File: src/rtl/rr_adc_pkg.sv
package rr_adc_pkg;

    typedef enum logic [2:0] {
        ST_IDLE  = 3'd0,
        ST_SETUP = 3'd1,
        ST_HIGH  = 3'd2,
        ST_LOW   = 3'd3,
        ST_GAP   = 3'd4
    } fsm_t;

    localparam logic [1:0] MD_QUAD12 = 2'b00;
    localparam logic [1:0] MD_DEC15  = 2'b01;
    localparam logic [1:0] MD_DEC16  = 2'b10;

    // bits per sample for a wiring mode
    function automatic int unsigned mode_width(input logic [1:0] m);
        unique case (m)
            MD_QUAD12: return 12;
            MD_DEC15:  return 15;
            default:   return 16;
        endcase
    endfunction

    // channels visited in a wiring mode, limited by the instance size
    function automatic int unsigned mode_chans(input logic [1:0] m, input int unsigned nmax);
        int unsigned n;
        n = (m == MD_QUAD12) ? 4 : 8;
        return (n < nmax) ? n : nmax;
    endfunction

endpackage

File: src/rtl/rr_adc_sclk_timer.sv
module rr_adc_sclk_timer #(
    parameter int DIV_W = 8
) (
    input  logic             clk,
    input  logic             rst_n,
    input  logic             run,
    input  logic [DIV_W-1:0] half_m1,
    output logic             tick
);

    logic [DIV_W-1:0] cnt_q;

    always_ff @(posedge clk or negedge rst_n) begin
        if (!rst_n) begin
            cnt_q <= '0;
        end else if (!run || cnt_q == '0) begin
            cnt_q <= half_m1;
        end else begin
            cnt_q <= cnt_q - 1'b1;
        end
    end

    assign tick = run && (cnt_q == '0);

endmodule

File: src/rtl/rr_adc_frame_ctrl.sv
module rr_adc_frame_ctrl
    import rr_adc_pkg::*;
#(
    parameter int NCH   = 8,
    parameter int SW    = 16,
    parameter int DIV_W = 8
) (
    input  logic                     clk,
    input  logic                     rst_n,
    input  logic                     enable,
    input  logic [1:0]               mode_in,
    input  logic [DIV_W-1:0]         half_in,
    input  logic                     tick,
    input  logic                     miso,
    output logic                     busy,
    output logic [DIV_W-1:0]         half_m1,
    output logic                     sclk,
    output logic                     sel_n,
    output logic [$clog2(NCH)-1:0]   cs_code,
    output logic                     wr_en,
    output logic [$clog2(NCH)-1:0]   wr_ch,
    output logic [SW-1:0]            wr_data,
    output logic [1:0]               mode_q,
    output logic [DIV_W-1:0]         half_q
);

    localparam int CHW = $clog2(NCH);
    localparam int BCW = $clog2(SW + 1);

    fsm_t state, nxt;

    logic [CHW-1:0] ch_q;
    logic [BCW-1:0] bits_q;
    logic [SW-1:0]  shreg_q;
    logic           gap_hold_q;

    logic [BCW-1:0]   width_now;
    logic [CHW-1:0]   last_ch;
    logic [DIV_W-1:0] half_live;
    logic             last_bit;

    assign width_now = BCW'(mode_width(mode_q));
    assign last_ch   = CHW'(mode_chans(mode_q, NCH) - 1);
    assign half_live = (half_in == '0) ? '0 : half_in - 1'b1;
    assign last_bit  = (bits_q == width_now);

    // state register
    always_ff @(posedge clk or negedge rst_n) begin
        if (!rst_n) begin
            state <= ST_IDLE;
        end else begin
            state <= nxt;
        end
    end

    // transitions
    always_comb begin
        nxt = state;
        unique case (state)
            ST_IDLE:  if (enable) nxt = ST_SETUP;
            ST_SETUP: if (tick) nxt = ST_HIGH;
            ST_HIGH:  if (tick) nxt = last_bit ? ST_GAP : ST_LOW;
            ST_LOW:   if (tick) nxt = ST_HIGH;
            ST_GAP:   if (tick && gap_hold_q) nxt = enable ? ST_SETUP : ST_IDLE;
            default:  nxt = ST_IDLE;
        endcase
    end

    // Moore outputs
    always_comb begin
        sclk  = 1'b0;
        sel_n = 1'b1;
        busy  = 1'b1;
        unique case (state)
            ST_IDLE:  busy  = 1'b0;
            ST_SETUP: sel_n = 1'b0;
            ST_HIGH:  begin sel_n = 1'b0; sclk = 1'b1; end
            ST_LOW:   sel_n = 1'b0;
            ST_GAP:   sel_n = 1'b1;
            default:  busy  = 1'b0;
        endcase
    end

    // frame datapath: channel pointer, bit counter, shifter, latched settings
    always_ff @(posedge clk or negedge rst_n) begin
        if (!rst_n) begin
            ch_q       <= '0;
            bits_q     <= '0;
            shreg_q    <= '0;
            gap_hold_q <= 1'b0;
            mode_q     <= MD_QUAD12;
            half_q     <= '0;
        end else begin
            if (state == ST_IDLE && enable) begin
                mode_q <= mode_in;
                half_q <= half_live;
                ch_q   <= '0;
            end
            if (nxt == ST_SETUP && state != ST_SETUP) begin
                bits_q  <= '0;
                shreg_q <= '0;
            end
            if (nxt == ST_HIGH && state != ST_HIGH) begin
                bits_q  <= bits_q + 1'b1;
                shreg_q <= {shreg_q[SW-2:0], miso};
            end
            if (state == ST_HIGH && nxt == ST_GAP) begin
                gap_hold_q <= 1'b0;
            end else if (state == ST_GAP && tick) begin
                gap_hold_q <= 1'b1;
            end
            if (state == ST_GAP && nxt == ST_SETUP) begin
                ch_q <= (ch_q == last_ch) ? '0 : ch_q + 1'b1;
            end
        end
    end

    assign half_m1 = (state == ST_IDLE) ? half_live : half_q;
    assign cs_code = (mode_q == MD_QUAD12) ? CHW'(ch_q[1:0]) : ch_q;
    assign wr_en   = (state == ST_HIGH) && tick && last_bit;
    assign wr_ch   = ch_q;
    assign wr_data = shreg_q;

endmodule

File: src/rtl/rr_adc_result_bank.sv
module rr_adc_result_bank #(
    parameter int NCH = 8,
    parameter int SW  = 16
) (
    input  logic                   clk,
    input  logic                   rst_n,
    input  logic                   wr_en,
    input  logic [$clog2(NCH)-1:0] wr_ch,
    input  logic [SW-1:0]          wr_data,
    input  logic [$clog2(NCH)-1:0] rd_sel,
    output logic [SW-1:0]          rd_data,
    output logic [NCH-1:0]         valid_vec
);

    logic [SW-1:0] data_q [NCH];

    for (genvar g = 0; g < NCH; g++) begin : g_chan
        always_ff @(posedge clk or negedge rst_n) begin
            if (!rst_n) begin
                data_q[g]    <= '0;
                valid_vec[g] <= 1'b0;
            end else if (wr_en && wr_ch == g) begin
                data_q[g]    <= wr_data;
                valid_vec[g] <= 1'b1;
            end
        end
    end

    assign rd_data = data_q[rd_sel];

endmodule

File: src/rtl/rr_adc_sampler.sv
module rr_adc_sampler #(
    parameter int NCH   = 8,
    parameter int SW    = 16,
    parameter int DIV_W = 8
) (
    input  logic                   clk,
    input  logic                   rst_n,
    input  logic                   enable,
    input  logic [1:0]             mode,
    input  logic [DIV_W-1:0]       sclk_half,
    input  logic                   miso,
    output logic                   sclk,
    output logic                   sel_n,
    output logic [$clog2(NCH)-1:0] cs_code,
    input  logic [$clog2(NCH)-1:0] rd_sel,
    output logic [SW-1:0]          rd_data,
    output logic [NCH-1:0]         valid_vec
);

    localparam int CHW = $clog2(NCH);

    logic             busy;
    logic             tick;
    logic [DIV_W-1:0] half_m1;
    logic [DIV_W-1:0] cur_half_m1;
    logic [1:0]       cur_mode;
    logic             wr_en;
    logic [CHW-1:0]   wr_ch;
    logic [SW-1:0]    wr_data;

    rr_adc_sclk_timer #(.DIV_W(DIV_W)) u_timer (
        .clk     (clk),
        .rst_n   (rst_n),
        .run     (busy),
        .half_m1 (half_m1),
        .tick    (tick)
    );

    rr_adc_frame_ctrl #(.NCH(NCH), .SW(SW), .DIV_W(DIV_W)) u_ctrl (
        .clk     (clk),
        .rst_n   (rst_n),
        .enable  (enable),
        .mode_in (mode),
        .half_in (sclk_half),
        .tick    (tick),
        .miso    (miso),
        .busy    (busy),
        .half_m1 (half_m1),
        .sclk    (sclk),
        .sel_n   (sel_n),
        .cs_code (cs_code),
        .wr_en   (wr_en),
        .wr_ch   (wr_ch),
        .wr_data (wr_data),
        .mode_q  (cur_mode),
        .half_q  (cur_half_m1)
    );

    rr_adc_result_bank #(.NCH(NCH), .SW(SW)) u_bank (
        .clk       (clk),
        .rst_n     (rst_n),
        .wr_en     (wr_en),
        .wr_ch     (wr_ch),
        .wr_data   (wr_data),
        .rd_sel    (rd_sel),
        .rd_data   (rd_data),
        .valid_vec (valid_vec)
    );

endmodule

File: config.mk
export PLATFORM = sky130hd
export DESIGN_NAME = rr_adc_sampler
export DESIGN_NICKNAME = d
export VERILOG_FILES = /design/src/rtl/rr_adc_pkg.sv /design/src/rtl/rr_adc_sclk_timer.sv /design/src/rtl/rr_adc_frame_ctrl.sv /design/src/rtl/rr_adc_result_bank.sv /design/src/rtl/rr_adc_sampler.sv
export SDC_FILE = /design/constraint.sdc
export NUM_CORES = 1
export LEC_CHECK = 0
export BUFFER_PORTS_ARGS = -buffer_cell sky130_fd_sc_hd__buf_4
export CAP_MARGIN = 15
export CORE_ASPECT_RATIO = 0.6
export CORE_MARGIN = 5
export CORE_UTILIZATION = 35
export DETAILED_ROUTE_END_ITERATION = 8
export GPL_TIMING_DRIVEN = 0
export PLACE_DENSITY = 0.52
export SYNTH_ARGS = -nofsm -noshare
export SYNTH_HDL_FRONTEND = slang
export SYNTH_SLANG_ARGS = --single-unit
File: constraint.sdc
create_clock -name clk -period 3.3 [get_ports clk]
set_clock_uncertainty 0.15 [all_clocks]
set_input_delay 0.825 -clock clk [delete_from_list [all_inputs] [get_ports clk]]
set_output_delay 0.825 -clock clk [all_outputs]
set_load 0.05 [all_outputs]
==> impl_metrics.yaml <==
synthesis:
  syn_area_mm2: 0.00851
  yosys-top-cells-area: "dfrtp_1 54%, mux2_2 20%, mux4_2 8.5%"
  synthTopCellsByCount: "182 x dfrtp_1, 149 x mux2_2, 32 x mux4_2, 24 x nor2_1, 19 x buf_1"
  synth_largest_area_cell: "dfrtp_1"
  syn_avg_cell_area_um2: 14.1
  ys_seq_area_frac: 0.535
  ys_ff_latch: 182
  synth_most_common_cell: "dfrtp_1"
  synth_top_cell_area_share: 0.535
  synth_edf_count: 0
  synthCells: 603
  async_flop_share: 1.00
  syn-num-nets: 631
  synthDistinctLibCells: 51
  ys.flop_type: "dfrtp_1"
  yosysWarnings: 0
global_route:
  gr-total-overflow: 0
  grt_first_pass_wirelength_mm: 31.4
  grt_usage: 0.149
  grt_pass1_vias: 5422
  grt_start_max_net_pins: 106
  grt_antenna_before_repair: 0
sta:
  hold_viol_final: 0
  setup_violations: 0
  tightest_slew_ns: 0.748
  finalCritPeriodShare: 0.975
  postLayoutSetupSlackWorst_ns: 0.0826
  max_freq_mhz: 311
  relSlewSlack: 0.499
  drv_slew: 0
  fin_crit_ns: 3.22
  holdWs_ns: 0.221
  rsz0062_at_grt: "false"
placed_design:
  place_ws_ns: -0.348
  gp_congestion: 0.735
  io_buffers: 43
  dpl.cell_count: 969
  hpwlAfterDp_mm: 13.2
setup_path:
  end_kind: "primary output"
  arrival_ns: 2.24
  worstPathMaxFanout: 10
  crit_chain: "clkbuf_4 -> buf_12 -> mux4_2 -> mux2_2 -> buf_4"
  crit_buf_inv: 3
  crit_family: "multiplexers"
  startpoint_type: "primary input"
  required_ns: 2.32
  critPathKind: "primary input to primary output"
  slowest_delay_ns: 0.56
  crit_slowest_cell: "mux4_2"
floorplan:
  rows: 44
  die_y_um: 131
  ioPinCount: 46
  start_util: 0.354
  dieArea_mm2: 0.0276
  die_w_um: 211
  coreArea_mm2: 0.0241
clocking:
  hold_buffers: 0
  cts_tree: "done"
  numCtsBuffers: 17
  htree_levels: 4
  worstSkewPairLatency_ns: 0.43
  clk_pin_slew_ns: 0.07
  clockRootBuffer: "clkbuf_16"
  clkSinkCount: 182
  clockBufferDepth: 2
finish:
  drive_above_1_share: 0.427
  area_growth_pct: 16.5
  multi_input_area_mm2: 0.00369
  insertedDiodeCount: 0
  fin_nets: 697
  nFillCells: 2219
  seqCellArea_mm2: 0.00455
  instances_no_fill: 1003
  fin_util: 0.412
route:
  first_iter_violations: 205
  drc: 0
  wirelength_mm: 19.6
  vias_per_cell: 5.13
  routedWlPerCell_um: 19.5
  dr.pass1.iters: 4
  routed-via-count: 5150
  drtAntennaViolNets: 0
pwr:
  pwr_density_cell_mw_per_mm2: 438
  leakage_nw: 4.82
  ir_worst_vdd_v: 0.000329
status:
  status: "finished clean"
worst_hold_path:
  min_path_type: "primary input to async pin"
run:
  max-cap-violations: 0
-- worst paths after layout --
path | startpoint | endpoint | slack [ns] | cells past startpoint
max | rd_sel[0] | rd_data[3] | 0.08 | 5
min | rst_n | u_timer.cnt_q[7] | 0.22 | 1
max reg2reg | u_timer.cnt_q[0] | u_bank.data_q[72] | 0.25 | 10
min reg2reg | u_bank.valid_vec[6] | u_bank.valid_vec[6] | 0.32 | 1
max in group asynchronous | rst_n | u_bank.data_q[30] | 1.83 | 2
min in group clk | u_bank.valid_vec[6] | u_bank.valid_vec[6] | 0.32 | 1
-- area by class of cell --
cell class / instances / share of cell area
plain buffers: 45 / 0.0284
clock buffers: 22 / 0.0468
clock inverters: 9 / 0.00947
inverters: 11 / 0.00417
multi-input cells: 365 / 0.372
flip-flops and latches: 182 / 0.460
well taps: 322 / 0.0407
repair buffers: 47 / 0.0384
-- sequential cells by signal, summed over array words and instances, names as in the netlist --
register,count
u_ctrl.mode_q,2
u_ctrl.bits_q,5
u_timer.cnt_q,8
u_ctrl.gap_hold_q,1
u_ctrl.half_q,8
u_bank.valid_vec,8
u_ctrl.state,3
u_ctrl.wr_data,16
u_bank.data_q,128
u_ctrl.wr_ch,3
-- worst reg2reg max path, cell delays in order, from the launching register on --
cell     delay, ns
dfrtp_1       0.40
inv_1         0.11
ha_1          0.25
nor2b_1       0.32
nand3_4       0.17
nor3_4        0.28
buf_4         0.18
and3_1        0.15
buf_2         0.26
buf_4         0.30
mux2_2        0.37
-- routing by layer --
layer / part of all wire / GRT usage / up-vias
met3: 0.034 / 0.0317 / 15
met4: 0.012 / 0.0400 / 0
met1: 0.51 / 0.220 / 2719
li1: - / - / 2348
met2: 0.44 / 0.225 / 68
met5: 0 / 0 / -
-- cell families after synthesis --
group                    share of synthesized area
XOR/XNOR                                   0.00721
AND/OR/NAND/NOR                             0.0706
adder cells (fa/ha/maj)                     0.0174
multiplexers                                 0.290
buffers and inverters                       0.0309
AO/OA/AOI/OAI                               0.0484
flip-flops                                   0.535
-- cell usage in the layout (no fill, tap or decap), types with 4 or more instances in the layout --
cell / n
nand3_1: 8
nand4_2: 5
ha_1: 11
xor2_1: 4
mux2i_1: 7
inv_1: 11
nand2b_1: 11
nor3_1: 6
mux4_2: 32
buf_4: 50
a21oi_1: 12
buf_6: 4
clkbuf_1: 12
mux2_2: 149
nand2_1: 11
and2_1: 4
buf_1: 16
a22o_1: 17
clkbuf_16: 17
o21ai_0: 18
dfrtp_1: 182
nor2_1: 24
-- metrics by stage --
stage | total power [mW] | TNS [ns] | cell area (µm²)
after floorplan | 2.32 | 0 | 8510
after global placement | 2.40 | -4.65 | 9240
after detailed placement | 2.41 | -4.84 | 9270
after CTS | 4.39 | -0.00754 | 9850
after global routing | 4.50 | 0 | 9910
final | 4.33 | 0 | 9910
-- what timing repair did --
action	CTS	global route
resized for setup	11	10
pin swaps	0	1
hold endpoints to repair	0	0
setup buffers	0	3
setup endpoints to repair	16	32
-- power breakdown --
| part | total, mW | leakage [nW] | internal [mW] | switching (mW) |
|---|---|---|---|---|
| registers | 2.23 | 2.50 | 2.23 | 0 |
| clock network | 1.96 | 0.268 | 1.09 | 0.879 |
| logic | 0.141 | 2.05 | 0.0479 | 0.0928 |
Note: power is estimated with default switching activity, not from simulation.
